[src/rtl/bco_pkg.sv]
// Package: shared sizes and record types of the burst column order sequencer.
// Assumes an eight-slot burst whose chop keeps half the slots.
package bco_pkg;
    localparam int BCO_BL     = 8;
    localparam int COL_W      = $clog2(BCO_BL);
    localparam int LO_W       = COL_W - 1;
    localparam int CHOP_BL    = BCO_BL / 2;
    localparam int WR_EARLY   = 2;

    typedef struct packed {
        logic [COL_W-1:0] col;
        logic             il;
        logic             chop;
        logic             fixed;
        logic             wr;
    } burst_cfg_t;

    typedef struct packed {
        logic [COL_W-1:0] col;
        logic             valid;
        logic             hiz;
        logic             dc;
        logic             done;
        logic             wdone;
        logic             busy;
    } beat_out_t;
endpackage

[src/rtl/bco_slot_ctrl.sv]
// Slot controller: accepts start strobes, holds the burst settings and
// counts beat slots. It exposes next-state values so that the output stage
// can register the beat that matches them.
// Assumes a start on the last slot may chain a new burst.
module bco_slot_ctrl
    import bco_pkg::*;
(
    input  logic             clk,
    input  logic             rst_n,
    input  logic             start,
    input  burst_cfg_t       cfg_in,
    output burst_cfg_t       cfg_d,
    output logic [COL_W-1:0] cnt_d,
    output logic             active_d,
    output logic             collide
);
    localparam logic [COL_W-1:0] LAST = COL_W'(BCO_BL - 1);

    burst_cfg_t       cfg_q;
    logic [COL_W-1:0] cnt_q;
    logic             active_q;
    logic             accept;
    logic             last_q;

    // Purpose: decide acceptance and compute the next slot state.
    always_comb begin
        last_q   = active_q && (cnt_q == LAST);
        accept   = start && (!active_q || last_q);
        collide  = start && active_q && !last_q;
        cfg_d    = cfg_q;
        cnt_d    = cnt_q;
        active_d = active_q;
        if (accept) begin
            cfg_d    = cfg_in;
            cnt_d    = '0;
            active_d = 1'b1;
        end else if (active_q) begin
            if (last_q) begin
                active_d = 1'b0;
                cnt_d    = '0;
            end else begin
                cnt_d = cnt_q + 1'b1;
            end
        end
    end

    // Purpose: hold slot state across clocks.
    always_ff @(posedge clk) begin
        if (!rst_n) begin
            cfg_q    <= '0;
            cnt_q    <= '0;
            active_q <= 1'b0;
        end else begin
            cfg_q    <= cfg_d;
            cnt_q    <= cnt_d;
            active_q <= active_d;
        end
    end
endmodule

[src/rtl/bco_order_calc.sv]
// Order calculator: purely combinational mapping from burst settings and
// slot number to the beat column and the slot flags.
// Assumes chop masking applies to the upper half of the slots.
module bco_order_calc
    import bco_pkg::*;
(
    input  burst_cfg_t       cfg,
    input  logic [COL_W-1:0] slot,
    input  logic             active,
    output beat_out_t        beat
);
    localparam logic [COL_W-1:0] LAST  = COL_W'(BCO_BL - 1);
    localparam logic [COL_W-1:0] EARLY = COL_W'(BCO_BL - 1 - WR_EARLY);

    logic [COL_W-1:0] seq_col;
    logic [COL_W-1:0] il_col;
    logic [COL_W-1:0] wr_col;
    logic [COL_W-1:0] pick;
    logic [LO_W-1:0]  lo_sum;
    logic             masked;
    logic [COL_W-1:0] wr_slot;

    // Purpose: build the candidate orders for each burst kind.
    always_comb begin
        lo_sum  = cfg.col[LO_W-1:0] + slot[LO_W-1:0];
        seq_col = {cfg.col[COL_W-1] ^ slot[COL_W-1], lo_sum};
        il_col  = cfg.col ^ slot;
        wr_col  = cfg.chop ? {cfg.col[COL_W-1], slot[LO_W-1:0]} : slot;
    end

    // Purpose: select the order and derive the slot flags.
    always_comb begin
        beat    = '0;
        masked  = cfg.chop && slot[COL_W-1];
        wr_slot = (cfg.chop && cfg.fixed) ? EARLY : LAST;
        if (cfg.wr)      pick = wr_col;
        else if (cfg.il) pick = il_col;
        else             pick = seq_col;
        if (active) begin
            beat.busy  = 1'b1;
            beat.col   = masked ? '0 : pick;
            beat.valid = !masked;
            beat.hiz   = masked && !cfg.wr;
            beat.dc    = masked && cfg.wr;
            beat.done  = (slot == LAST);
            beat.wdone = cfg.wr && (slot == wr_slot);
        end
    end
endmodule

[src/rtl/bco_out_stage.sv]
// Output stage: registers the beat record and the collision flag so that
// every port of the sequencer comes straight from a flop.
module bco_out_stage
    import bco_pkg::*;
(
    input  logic      clk,
    input  logic      rst_n,
    input  beat_out_t beat_d,
    input  logic      err_d,
    output beat_out_t beat_q,
    output logic      err_q
);
    // Purpose: register outputs with synchronous clear.
    always_ff @(posedge clk) begin
        if (!rst_n) begin
            beat_q <= '0;
            err_q  <= 1'b0;
        end else begin
            beat_q <= beat_d;
            err_q  <= err_d;
        end
    end
endmodule

[src/rtl/bco_burst_seq.sv]
// Top of the burst column order sequencer: joins slot control, order
// calculation and the registered output stage.
// Assumes inputs are synchronous to clk.
module bco_burst_seq
    import bco_pkg::*;
(
    input  logic             clk,
    input  logic             rst_n,
    input  logic             start,
    input  logic [COL_W-1:0] start_col,
    input  logic             wrap_il,
    input  logic             chop,
    input  logic             chop_fixed,
    input  logic             is_write,
    output logic [COL_W-1:0] beat_col,
    output logic             beat_valid,
    output logic             beat_hiz,
    output logic             beat_dc,
    output logic             busy,
    output logic             burst_done,
    output logic             wr_done,
    output logic             start_err
);
    burst_cfg_t       cfg_in;
    burst_cfg_t       cfg_d;
    logic [COL_W-1:0] cnt_d;
    logic             active_d;
    logic             collide;
    beat_out_t        beat_d;
    beat_out_t        beat_q;

    // Purpose: pack the command fields into one record.
    always_comb begin
        cfg_in.col   = start_col;
        cfg_in.il    = wrap_il;
        cfg_in.chop  = chop;
        cfg_in.fixed = chop_fixed;
        cfg_in.wr    = is_write;
    end

    bco_slot_ctrl u_ctrl (
        .clk      (clk),
        .rst_n    (rst_n),
        .start    (start),
        .cfg_in   (cfg_in),
        .cfg_d    (cfg_d),
        .cnt_d    (cnt_d),
        .active_d (active_d),
        .collide  (collide)
    );

    bco_order_calc u_calc (
        .cfg    (cfg_d),
        .slot   (cnt_d),
        .active (active_d),
        .beat   (beat_d)
    );

    bco_out_stage u_out (
        .clk    (clk),
        .rst_n  (rst_n),
        .beat_d (beat_d),
        .err_d  (collide),
        .beat_q (beat_q),
        .err_q  (start_err)
    );

    // Purpose: unpack the registered record onto the ports.
    always_comb begin
        beat_col   = beat_q.col;
        beat_valid = beat_q.valid;
        beat_hiz   = beat_q.hiz;
        beat_dc    = beat_q.dc;
        busy       = beat_q.busy;
        burst_done = beat_q.done;
        wr_done    = beat_q.wdone;
    end
endmodule

[config.mk]
export PLATFORM = sky130hd
export DESIGN_NAME = bco_burst_seq
export DESIGN_NICKNAME = d
export VERILOG_FILES = /design/src/rtl/bco_pkg.sv /design/src/rtl/bco_slot_ctrl.sv /design/src/rtl/bco_order_calc.sv /design/src/rtl/bco_out_stage.sv /design/src/rtl/bco_burst_seq.sv
export SDC_FILE = /design/constraint.sdc
export NUM_CORES = 1
export LEC_CHECK = 0
export BUFFER_PORTS_ARGS = -buffer_cell sky130_fd_sc_hd__buf_2
export CORE_AREA = 2 2 65 61
export CTS_CLUSTER_SIZE = 12
export DETAILED_ROUTE_END_ITERATION = 10
export DIE_AREA = 0 0 67 63
export PLACE_DENSITY = 0.47
export SYNTH_ARGS = -nofsm -noshare
export SYNTH_HDL_FRONTEND = slang
export SYNTH_SLANG_ARGS = --single-unit
export TNS_END_PERCENT = 1
[constraint.sdc]
create_clock -name clk -period 2.9 [get_ports clk]
set_input_delay 0.435 -clock clk [delete_from_list [all_inputs] [get_ports clk]]
set_output_delay 0.435 -clock clk [all_outputs]
set_load 0.03 [all_outputs]
==> results.cfg <==
[status]
status = complete, no violations

[placement]
place_inst = 157
port_buffers = 19
dp_hpwl_um = 1610
gp_congestion = 0.734

[routing]
ant_nets = 0
detail_route.wl_per_cell_um = 13.1
vias = 753
via_per_inst = 4.68
drt_first_iter_violations = 8
routed_wirelength_um = 2110
route.detailed.drc = 0
dr.pass1.iters = 4

[cts]
cts_made_buffers = 3
cts-root-buf = clkbuf_8
cts.repair.resized = 0
cts_buffer_depth = 2
cts_setup_buffers = 0
cts_tree = yes
clock_sinks = 20
htreeDepth = 1
clkLatencyLatePin_ps = 260
postCtsHoldBufs = 0
path_clk_slew_ps = 80

[floorplan]
start_util_pct = 26.6
coreArea_um2 = 3570
rows = 21
dieArea_um2 = 4220
fp.dieH_um = 63
die_w_um = 67
pin_count = 20

[critical_path]
criticalPathCategory = register to register
cp_data_arrival_time_ps = 2780
cp-start-kind = register
r2r_start = u_ctrl.cnt_q[0]$_SDFF_PN0_
required_ps = 3090
end_kind = register
path_max_fanout = 11
crit_start = u_ctrl.cnt_q[0]$_SDFF_PN0_
r2r_cells = 10

[final_layout]
insertedDiodeCount = 0
drive_above_1_share_pct = 27.0
fin_cells = 161
syn2layout_area_growth_pct = 19.2
fillers = 400
nets = 129

[global_routing]
track_usage_pct = 11.3
grt_pass1_wl_um = 3650
grt_max_degree = 15
grt-ovfl-total = 0
grt_pass1_vias = 773
antenna_found_initial = 0

[pwr]
comb_power_share_pct = 13.0
p_sw_share_pct = 23.7
p_sw_uw = 157
power-per-cell-area_nw_per_um2 = 584
p_clk_share_pct = 42.4
vdd_drop_max_uv = 256
p_seq_share_pct = 44.6
internal-power_uw = 505
p_leak_nw = 0.495

[timing]
final_max_slew_viol_count = 0
holdWs_ps = 450
fmax_ghz = 0.386
rsz0062_at_grt = false
finalSetupViolCount = 0
fin_crit_ps = 2590
finalSetupTns_ps = 0
tightest_slew_ps = 335
fin_crit_sh_pct = 89.4
hold_viol = 0
skew_ps = 3.85
slew_headroom_pct = 77.5

[yosys]
synth.area.top_cells = dfxtp_1 (42%), ha_1 (3.9%), buf_6 (3.6%)
yosysWarnings = 0
seq_area_frac_synth_pct = 42.1
synth_area_um2 = 951
netlist.area_leader.share_pct = 42.1
synth.most_common_cell = dfxtp_1
syn-num-nets = 110
synth-main-ff-cell = dfxtp_1
yosysUniqueCellTypes = 38
synth-edff-count = 0
syn_inst = 97
ys_ff_latch = 20
async_flop_share_pct = 0
synth_commonest_cells = dfxtp_1 (20), and3_1 (5), nand2_1 (5), nand3_1 (5), a21boi_0 (4)
synth_top_cell_by_area = dfxtp_1
avgSynthCellArea_um2 = 9.80

[worst_hold_path]
min-delay-start = wrap_il
min_path_type = input pin to register
holdPathStages = 3

[job]
drv_cap = 0
==> power by group through the flow <==
| stage | clock [mW] | sequential [mW] | combinational, mW |
|---|---|---|---|
| global route | 0.306 | 0.298 | 0.0947 |
| floorplan | 0 | 0.310 | 0.0571 |
| CTS | 0.287 | 0.295 | 0.0864 |
| finish | 0.281 | 0.295 | 0.0858 |
| global placement | 0 | 0.302 | 0.0861 |
| detailed placement | 0 | 0.302 | 0.0859 |
==> flip-flops by register name (all words and copies together) (netlist names) <==
| register | count |
|---|---|
| u_ctrl.active_q | 1 |
| u_ctrl.cfg_q | 7 |
| u_ctrl.cnt_q | 3 |
| u_out.beat_q | 8 |
| u_out.err_q | 1 |
==> cell type report <==
class / count / area (um2) / share of cell area (%)
repair buffers: 20 / 103 / 9.05
flip-flops and latches: 20 / 400 / 35.3
well taps: 46 / 57.6 / 5.08
inverters: 3 / 11.3 / 0.993
multi-input cells: 68 / 490 / 43.3
clock inverters: 1 / 30.0 / 2.65
clock buffers: 3 / 41.3 / 3.64
==> through the flow <==
stage | worst slack (ps) | total power [mW] | util, % | cell area (um2)
floorplan | 596 | 0.367 | - | 951
global placement | 424 | 0.388 | 29.7 | 1060
detailed placement | 327 | 0.388 | 29.7 | 1060
CTS | 305 | 0.668 | 31.7 | 1130
global route | 182 | 0.698 | 31.7 | 1130
finish | 306 | 0.662 | 31.7 | 1130
==> cells by family (layout without fill, tap and decap cells) <==
kind of cell | count (synthesis) | count (layout) | synth area share (%)
AOI/OAI and AO/OA | 23 | 23 | 17.9
xor gates and xnor gates | 3 | 3 | 3.55
adders and majority gates | 3 | 3 | 3.95
buffers and inverters | 9 | 27 | 6.32
DFF | 20 | 20 | 42.1
muxes | 4 | 4 | 4.87
and+or+nand+nor | 35 | 35 | 21.3
==> cell usage in the layout, fill, tap and decap left out, drive strengths merged, types with 5 or more instances in the layout <==
master / instances
buf: 20
dfxtp: 20
and3: 5
nand3: 5
a21boi: 5
nand2: 6
==> critical path, cell delays in order, from the launching register on <==
cell      delay (ps)
dfxtp_1          360
ha_1             220
ha_1             210
nand2b_2         290
nand2_2          130
mux2_2           350
ha_1             200
nor2b_1          140
xnor2_1          130
or3_1            340
a31oi_1          170
==> path summary, 6_finish.rpt <==
path	endpoint	slack (ps)
max	u_out.beat_q[7]$_SDFF_PP0_	310
min	u_ctrl.cfg_q[3]$_SDFF_PN0_	450
max reg2reg	u_out.beat_q[7]$_SDFF_PP0_	310
min reg2reg	u_ctrl.cfg_q[1]$_SDFF_PN0_	470
==> layer usage <==
| metal | GRT usage (%) | part of all wire (%) | vias up |
|---|---|---|---|
| met2 | 18.2 | 48 | 15 |
| met5 | 0 | 0 | - |
| met3 | 2.34 | 4.7 | 2 |
| met4 | 3.83 | 0.95 | 0 |
| li1 | - | - | 383 |
| met1 | 14.7 | 46 | 353 |
(Power assumes the default switching activity.)
